`src/rtl/ea_pkg.sv`:
```
package ea_pkg;

   typedef enum logic [3:0] {
      M_DIR     = 4'd0,
      M_EXT     = 4'd1,
      M_REL8    = 4'd2,
      M_REL16   = 4'd3,
      M_IDX5    = 4'd4,
      M_IDX9    = 4'd5,
      M_IDXACC  = 4'd6,
      M_PREINC  = 4'd7,
      M_PREDEC  = 4'd8,
      M_POSTINC = 4'd9,
      M_POSTDEC = 4'd10
   } ea_mode_e;

   localparam logic [1:0] BSEL_X  = 2'd0;
   localparam logic [1:0] BSEL_Y  = 2'd1;
   localparam logic [1:0] BSEL_SP = 2'd2;
   localparam logic [1:0] BSEL_PC = 2'd3;

   localparam logic [1:0] ASEL_A = 2'd0;
   localparam logic [1:0] ASEL_B = 2'd1;
   localparam logic [1:0] ASEL_D = 2'd2;

   function automatic logic is_auto(input ea_mode_e m);
      return (m == M_PREINC) || (m == M_PREDEC) ||
             (m == M_POSTINC) || (m == M_POSTDEC);
   endfunction

   function automatic logic is_pre(input ea_mode_e m);
      return (m == M_PREINC) || (m == M_PREDEC);
   endfunction

   function automatic logic is_dec(input ea_mode_e m);
      return (m == M_PREDEC) || (m == M_POSTDEC);
   endfunction

   function automatic logic is_rel(input ea_mode_e m);
      return (m == M_REL8) || (m == M_REL16);
   endfunction

   function automatic logic is_known(input logic [3:0] code);
      return code <= 4'(M_POSTDEC);
   endfunction

endpackage

```
`src/rtl/ea_base_sel.sv`:
```
module ea_base_sel #(
   parameter int AW   = 16,
   parameter int NREG = 4,
   localparam int SW  = $clog2(NREG)
) (
   input  logic [NREG-1:0][AW-1:0] bank,
   input  logic [SW-1:0]           sel,
   output logic [AW-1:0]           base
);

   generate
      if (NREG < 2) begin : g_bad_nreg
         $error("ea_base_sel: NREG must be at least 2");
      end
   endgenerate

   // AND-OR one-hot selection: balanced depth regardless of NREG
   logic [NREG-1:0][AW-1:0] gated;

   generate
      for (genvar g = 0; g < NREG; g++) begin : g_slot
         assign gated[g] = (sel == SW'(g)) ? bank[g] : '0;
      end
   endgenerate

   always_comb begin
      base = '0;
      for (int k = 0; k < NREG; k++) begin
         base = base | gated[k];
      end
   end

endmodule

```
`src/rtl/ea_offset_gen.sv`:
```
module ea_offset_gen
   import ea_pkg::*;
#(
   parameter int AW      = 16,
   parameter int PAGE_W  = 8,
   parameter int SOFS_W  = 5,
   parameter int WOFS_W  = 9,
   parameter int ACC_W   = 8
) (
   input  ea_mode_e          mode,
   input  logic [AW-1:0]     opnd,
   input  logic [1:0]        acc_sel,
   input  logic [ACC_W-1:0]  acc_a,
   input  logic [ACC_W-1:0]  acc_b,
   input  logic [AW-1:0]     acc_d,
   output logic [AW-1:0]     ofs,
   output logic              acc_bad
);

   localparam int PAGE_PAD = AW - PAGE_W;
   localparam int SOFS_PAD = AW - SOFS_W;
   localparam int WOFS_PAD = AW - WOFS_W;
   localparam int ACC_PAD  = AW - ACC_W;

   generate
      if (PAGE_W < 1 || PAGE_W >= AW) begin : g_chk_page
         $error("ea_offset_gen: PAGE_W must lie in 1..AW-1");
      end
      if (SOFS_W < 2 || SOFS_W >= WOFS_W) begin : g_chk_sofs
         $error("ea_offset_gen: SOFS_W must be >=2 and below WOFS_W");
      end
      if (WOFS_W >= AW) begin : g_chk_wofs
         $error("ea_offset_gen: WOFS_W must be below AW");
      end
      if (ACC_W < 1 || ACC_W >= AW) begin : g_chk_acc
         $error("ea_offset_gen: ACC_W must lie in 1..AW-1");
      end
   endgenerate

   logic [AW-1:0] page_z, page_s, short_s, wide_s, acc_val;

   assign page_z  = {{PAGE_PAD{1'b0}}, opnd[PAGE_W-1:0]};
   assign page_s  = {{PAGE_PAD{opnd[PAGE_W-1]}}, opnd[PAGE_W-1:0]};
   assign short_s = {{SOFS_PAD{opnd[SOFS_W-1]}}, opnd[SOFS_W-1:0]};
   assign wide_s  = {{WOFS_PAD{opnd[WOFS_W-1]}}, opnd[WOFS_W-1:0]};

   always_comb begin
      acc_val = '0;
      acc_bad = 1'b0;
      case (acc_sel)
         ASEL_A:  acc_val = {{ACC_PAD{1'b0}}, acc_a};
         ASEL_B:  acc_val = {{ACC_PAD{1'b0}}, acc_b};
         ASEL_D:  acc_val = acc_d;
         default: acc_bad = 1'b1;
      endcase
      if (mode != M_IDXACC) acc_bad = 1'b0;
   end

   always_comb begin
      case (mode)
         M_DIR:            ofs = page_z;
         M_EXT, M_REL16:   ofs = opnd;
         M_REL8:           ofs = page_s;
         M_IDX5:           ofs = short_s;
         M_IDX9:           ofs = wide_s;
         M_IDXACC:         ofs = acc_val;
         default:          ofs = '0;
      endcase
   end

endmodule

```
`src/rtl/ea_step_unit.sv`:
```
module ea_step_unit #(
   parameter int AW       = 16,
   parameter int STEP_W   = 3,
   parameter bit STEP_SUB = 1'b1
) (
   input  logic [AW-1:0]     base,
   input  logic [STEP_W-1:0] field,
   input  logic              dec,
   output logic [AW-1:0]     adj
);

   generate
      if (STEP_W < 1 || STEP_W >= AW) begin : g_chk_step
         $error("ea_step_unit: STEP_W must lie in 1..AW-1");
      end
   endgenerate

   logic [AW-1:0] amt;
   assign amt = {{(AW-STEP_W){1'b0}}, field} + {{(AW-1){1'b0}}, 1'b1};

   generate
      if (STEP_SUB) begin : g_addsub
         // separate add and subtract paths, selected at the end
         logic [AW-1:0] up, down;
         assign up   = base + amt;
         assign down = base - amt;
         assign adj  = dec ? down : up;
      end else begin : g_negadd
         // one adder fed with the two's complement of the step when decrementing
         logic [AW-1:0] opb;
         assign opb = dec ? (~amt + {{(AW-1){1'b0}}, 1'b1}) : amt;
         assign adj = base + opb;
      end
   endgenerate

endmodule

```
`src/rtl/ea_unit.sv`:
```
module ea_unit
   import ea_pkg::*;
#(
   parameter int AW       = 16,
   parameter int PAGE_W   = 8,
   parameter int SOFS_W   = 5,
   parameter int WOFS_W   = 9,
   parameter int STEP_W   = 3,
   parameter int ACC_W    = 8,
   parameter bit STEP_SUB = 1'b1,
   parameter bit OUT_REG  = 1'b1
) (
   input  logic              clk,
   input  logic              rst_n,
   input  logic              in_valid,
   output logic              in_ready,
   input  logic [3:0]        mode_i,
   input  logic [AW-1:0]     opnd_i,
   input  logic [1:0]        base_sel_i,
   input  logic [1:0]        acc_sel_i,
   input  logic [AW-1:0]     x_i,
   input  logic [AW-1:0]     y_i,
   input  logic [AW-1:0]     sp_i,
   input  logic [AW-1:0]     pc_i,
   input  logic [ACC_W-1:0]  a_i,
   input  logic [ACC_W-1:0]  b_i,
   input  logic [AW-1:0]     d_i,
   output logic              out_valid,
   input  logic              out_ready,
   output logic [AW-1:0]     ea_o,
   output logic [AW-1:0]     wb_val_o,
   output logic              wb_en_o,
   output logic              bad_o
);

   localparam int NREG = 4;

   generate
      if (AW < 2 * PAGE_W) begin : g_chk_aw
         $error("ea_unit: AW must hold at least two pages of address bits");
      end
   endgenerate

   ea_mode_e mode;
   assign mode = ea_mode_e'(mode_i);

   // ---------------- base selection ----------------
   logic [NREG-1:0][AW-1:0] bank;
   logic [1:0]              sel_eff;
   logic [AW-1:0]           base;

   assign bank    = {pc_i, sp_i, y_i, x_i};
   assign sel_eff = is_rel(mode) ? BSEL_PC : base_sel_i;

   ea_base_sel #(.AW(AW), .NREG(NREG)) u_base (
      .bank (bank),
      .sel  (sel_eff),
      .base (base)
   );

   // ---------------- offset formation ----------------
   logic [AW-1:0] ofs;
   logic          acc_bad;

   ea_offset_gen #(
      .AW(AW), .PAGE_W(PAGE_W), .SOFS_W(SOFS_W), .WOFS_W(WOFS_W), .ACC_W(ACC_W)
   ) u_ofs (
      .mode    (mode),
      .opnd    (opnd_i),
      .acc_sel (acc_sel_i),
      .acc_a   (a_i),
      .acc_b   (b_i),
      .acc_d   (d_i),
      .ofs     (ofs),
      .acc_bad (acc_bad)
   );

   // ---------------- auto adjust ----------------
   logic [AW-1:0] adj;

   ea_step_unit #(.AW(AW), .STEP_W(STEP_W), .STEP_SUB(STEP_SUB)) u_step (
      .base  (base),
      .field (opnd_i[STEP_W-1:0]),
      .dec   (is_dec(mode)),
      .adj   (adj)
   );

   // ---------------- combine ----------------
   logic [AW-1:0] sum;
   logic          legal;
   logic [AW-1:0] ea_d, wb_d;
   logic          wbe_d;

   assign sum   = base + ofs;
   assign legal = is_known(mode_i) && !acc_bad &&
                  !(is_auto(mode) && (base_sel_i == BSEL_PC));

   always_comb begin
      ea_d  = '0;
      wb_d  = '0;
      wbe_d = 1'b0;
      if (legal) begin
         case (mode)
            M_DIR, M_EXT: ea_d = ofs;
            M_PREINC, M_PREDEC: begin
               ea_d  = adj;
               wb_d  = adj;
               wbe_d = 1'b1;
            end
            M_POSTINC, M_POSTDEC: begin
               ea_d  = base;
               wb_d  = adj;
               wbe_d = 1'b1;
            end
            default: ea_d = sum;
         endcase
      end
   end

   // ---------------- output stage ----------------
   generate
      if (OUT_REG) begin : g_reg
         logic          v_q;
         logic [AW-1:0] ea_q, wb_q;
         logic          wbe_q, bad_q;
         logic          fire;

         assign in_ready = !v_q || out_ready;
         assign fire     = in_valid && in_ready;

         always_ff @(posedge clk or negedge rst_n) begin
            if (!rst_n) begin
               v_q   <= 1'b0;
               ea_q  <= '0;
               wb_q  <= '0;
               wbe_q <= 1'b0;
               bad_q <= 1'b0;
            end else if (fire) begin
               v_q   <= 1'b1;
               ea_q  <= ea_d;
               wb_q  <= wb_d;
               wbe_q <= wbe_d;
               bad_q <= !legal;
            end else if (out_ready) begin
               v_q   <= 1'b0;
            end
         end

         assign out_valid = v_q;
         assign ea_o      = ea_q;
         assign wb_val_o  = wb_q;
         assign wb_en_o   = wbe_q;
         assign bad_o     = bad_q;

         AST_DIR_PAGE_ZERO: assert property (@(posedge clk) disable iff (!rst_n)
            (fire && mode_i == 4'(M_DIR)) |-> (ea_d[AW-1:PAGE_W] == '0))
            else $error("page-zero address above first page");

         AST_PRE_WB_MATCH: assert property (@(posedge clk) disable iff (!rst_n)
            (fire && legal && is_pre(mode)) |-> (ea_d == wb_d && wb_d != base))
            else $error("pre-adjust address and writeback disagree");

         AST_POST_ADDR_BASE: assert property (@(posedge clk) disable iff (!rst_n)
            (fire && legal && is_auto(mode) && !is_pre(mode)) |-> (ea_d == base && wb_d != base))
            else $error("post-adjust address is not the base");

         AST_BAD_QUIET: assert property (@(posedge clk) disable iff (!rst_n)
            (v_q && bad_q) |-> (ea_q == '0 && wb_q == '0 && !wbe_q))
            else $error("flagged result is not quiet");

         AST_STALL_HOLD: assert property (@(posedge clk) disable iff (!rst_n)
            (v_q && !out_ready) |=> (v_q && $stable(ea_q) && $stable(wb_q) &&
                                     $stable(wbe_q) && $stable(bad_q)))
            else $error("stalled result changed");

         AST_EMPTY_ACCEPTS: assert property (@(posedge clk) disable iff (!rst_n)
            !v_q |-> in_ready)
            else $error("empty slot refused a request");
      end else begin : g_pass
         assign in_ready  = out_ready;
         assign out_valid = in_valid;
         assign ea_o      = ea_d;
         assign wb_val_o  = wb_d;
         assign wb_en_o   = wbe_d;
         assign bad_o     = !legal;
      end
   endgenerate

endmodule

```
`config.mk`:
```
export PLATFORM = sky130hd
export DESIGN_NAME = ea_unit
export DESIGN_NICKNAME = d
export VERILOG_FILES = /design/src/rtl/ea_pkg.sv /design/src/rtl/ea_base_sel.sv /design/src/rtl/ea_offset_gen.sv /design/src/rtl/ea_step_unit.sv /design/src/rtl/ea_unit.sv
export SDC_FILE = /design/constraint.sdc
export NUM_CORES = 1
export LEC_CHECK = 0
export ABC_AREA = 0
export BUFFER_PORTS_ARGS = -buffer_cell sky130_fd_sc_hd__buf_2
export CORE_AREA = 4 4 138 140
export DETAILED_ROUTE_END_ITERATION = 10
export DIE_AREA = 0 0 142 144
export PLACE_DENSITY_LB_ADDON = 0.2
export SLEW_MARGIN = 25
export SYNTH_ARGS = -nofsm -noshare
export SYNTH_HDL_FRONTEND = slang
export SYNTH_SLANG_ARGS = --single-unit
```
`constraint.sdc`:
```
create_clock -name clk -period 2.2 [get_ports clk]
set_input_delay 0.11 -clock clk [delete_from_list [all_inputs] [get_ports clk]]
set_output_delay 0.11 -clock clk [all_outputs]
set_load 0.02 [all_outputs]
```
==> reports/results.ini <==
[clock_network]
cts_tree=yes
clkSinkCount=35
clockBufferDepth=2
htree_num_levels=2
clk-insertion-delay-late_ns=0.29
clockRootBuffer=clkbuf_16
cts_buffers=5
clk_pin_slew_worst_paths_ns=0.06

[final_layout]
nFillCells=1813
nets=1062
syn2layout_area_growth_pct=80.6
layout_common_cells=buf_4, buf_2, nand2_1, dfrtp_1, o21ai_0
fin_area_sq_mm=0.00791
n_antenna_cell=0
fin_util_pct=44.3
multi_input_area_sq_mm=0.00405
final_common_cell=buf_4
final_cells=1133
ff_latch_area_sq_um=876
drive_above_1_share_pct=54.2

[grt]
grt_overflow=0
antenna_found_initial=0
grt_pass1_vias=5750
grt_pass1_wl_microns=30000
grt_start_max_net_pins=36
track_usage_pct=18.4

[placement]
dp_hpwl_microns=16100
post-place-cells=1093
placed_area_sq_mm=0.00680
gp_congestion=0.882
io_buffers=159

[power_and_ir_drop]
p_sw_share_pct=40.1
power_frac_clock_pct=17.0
peakVddDrop_mv=0.309
intPower_mw=2.48
power.density_mw_per_mm2=523
switchingPower_mw=1.66
p_comb_share_pct=63.9
p_leak_nw=3.82
pwr-share-seq_pct=19.1

[yosys]
synth_enable_flop_cells=0
synth_area_per_cell_sq_um=7.82
ys_seq_area_share_pct=20.0
yosys_register_bits=35
synth_area_sq_mm=0.00438
async_flop_share_pct=100
yosys_most_used_dff=dfrtp_1
synthCells=560
synthesis.nets=719
synthDistinctLibCells=71
yosys_warnings=0

[timing]
rsz0062_at_grt=true
finalSetupTns_ns=-16.41
hold_viol_final=0
worst_clock_skew_ns=0.00504
fmax_ghz=0.329
slew_viol_final=0
timing.final.crit_period_ns=3.04
worst_slew_pin_slew_ns=0.836
layout_worst_path_cycle_share_pct=138
setup_viol=29
holdWs_ns=0.0435
slew_headroom_pct=44.2
layout_setup_ws_ns=-0.838

[die]
start_util_pct=24.5
io_pins=160
rows=49
die_h_microns=144
die_area_sq_mm=0.0204
die_w_microns=142
design.core.area_sq_mm=0.0178

[drt]
wl_microns=19500
drc=0
via_count=5741
ant_nets=0
wl_per_cell_microns=17.2
vias_per_cell=5.07
drt-pass1-iter-count=5
first_iter_violations=296

[worst_setup_path]
ff2ff_path_depth=7
path_class=in2reg
worstPathMaxFanout=5
cp_data_arrival_time_ns=3.21
cp-end-kind=register
r2r-start=out_valid
crit_required_ns=2.37
reg2reg_slack_ns=0.25
critPathLaunchType=input port
crit_start=mode_i[3]
rr_endpoint=ea_o[14]
endpoint=wb_val_o[10]

[job]
max-cap-violations=0

[outcome]
outcome=finished, violations left
violations=setup timing

[min_path]
min_path_type=in2reg

through the flow:
stage          total power [mW]  setup WS (ns)
2_1_floorplan              1.94         -0.948
4_1_cts                    3.95         -0.832
3_3_place_gp               2.92          -1.22
5_1_grt                    4.41          -1.03
6_report                   4.14         -0.838
3_5_place_dp               2.95          -1.22
sequential cells by signal, indices dropped and copies added (netlist names):
signal     flops
bad_o          1
out_valid      1
wb_en_o        1
wb_val_o      16
ea_o          16
power groups by stage:
stage                     combinational, mW  clock, mW  sequential (mW)
final                                  2.64      0.704            0.791
after global placement                 2.12          0            0.805
after global routing                   2.85      0.752            0.804
after floorplan                        1.04          0            0.898
after CTS                              2.43      0.722            0.794
after detailed placement               2.14          0            0.805
cell type report:
| type | count | share of cell area (%) |
|---|---|---|
| clock buffers | 5 | 1.58 |
| clock inverters | 3 | 0.253 |
| inverters | 20 | 1.01 |
| multi-input cells | 476 | 51.3 |
| flip-flops and latches | 35 | 11.1 |
| well taps | 229 | 3.62 |
| repair buffers | 365 | 31.2 |
what timing repair did:
item	CTS	global route
setup buffers	19	18
endpoints found under the setup margin	29	30
hold endpoints to repair	35	0
pin swaps	57	72
hold buffers	1	0
resized for setup	85	62
kinds of logic after synthesis:
family,share of synthesized area (%)
buffers and inverters,4.34
adders and majority gates,10.3
and+or+nand+nor,22.9
AOI/OAI and AO/OA,33.8
DFF,20.0
xor gates and xnor gates,5.60
muxes,3.00
worst min-delay path by stage:
stage,from,end,slack [ns],cells past startpoint
floorplan,rst_n,bad_o,-0.19,0
global placement,rst_n,wb_val_o[15],0.25,1
detailed placement,rst_n,out_valid,0.26,1
CTS,in_valid,out_valid,0.04,2
global route,in_valid,out_valid,0.06,2
finish,in_valid,out_valid,0.04,2
cells in the mapped netlist (3+ instances only):
library cell / n / area (sq um)
a2111oi_0: 3 / 26.3
a211oi_1: 6 / 45.0
a21boi_0: 6 / 45.0
a21o_1: 12 / 90.1
a21oi_1: 36 / 180
a221o_1: 11 / 110
a221oi_1: 9 / 78.8
a222oi_1: 15 / 150
a22o_1: 16 / 140
a22oi_1: 3 / 22.5
and2_1: 4 / 25.0
and3_1: 4 / 25.0
and4b_1: 3 / 30.0
clkbuf_1: 25 / 93.8
dfrtp_1: 35 / 876
ha_1: 33 / 413
inv_1: 20 / 75.1
mux2i_1: 12 / 120
nand2_1: 86 / 323
nand2b_1: 4 / 25.0
nand3_1: 14 / 70.1
nand3b_1: 6 / 45.0
nor2_1: 21 / 78.8
nor2b_1: 6 / 37.5
nor3_1: 20 / 100
nor3b_1: 5 / 37.5
o211ai_1: 3 / 22.5
o21a_1: 4 / 30.0
o21ai_0: 44 / 220
o21ai_1: 5 / 25.0
o21bai_1: 5 / 37.5
o31ai_1: 3 / 22.5
or3_1: 6 / 37.5
xnor2_1: 23 / 201
xor2_1: 5 / 43.8
layer usage:
layer | wire length (microns) | global-route usage (%) | vias to the layer above
met5 | 0 | 0 | -
met4 | 391 | 4.04 | 0
met3 | 878 | 1.79 | 22
met2 | 9110 | 31.0 | 174
met1 | 9110 | 25.5 | 2706
li1 | - | - | 2839
critical path, stage by stage:
cell and delay, ns:
buf_8 0.10, nor3b_4 0.28, nor3b_4 0.09, a222oi_1 0.34
nand2_1 0.22, buf_6 0.18, inv_4 0.05, ha_4 0.11
inv_2 0.03, fa_2 0.32, inv_2 0.09, a2111oi_4 0.06
o311a_4 0.39, buf_6 0.13, o211ai_4 0.22, buf_6 0.13
nand2_2 0.03, a221o_1 0.30
No activity file was read; power rests on OpenSTA's default activity.
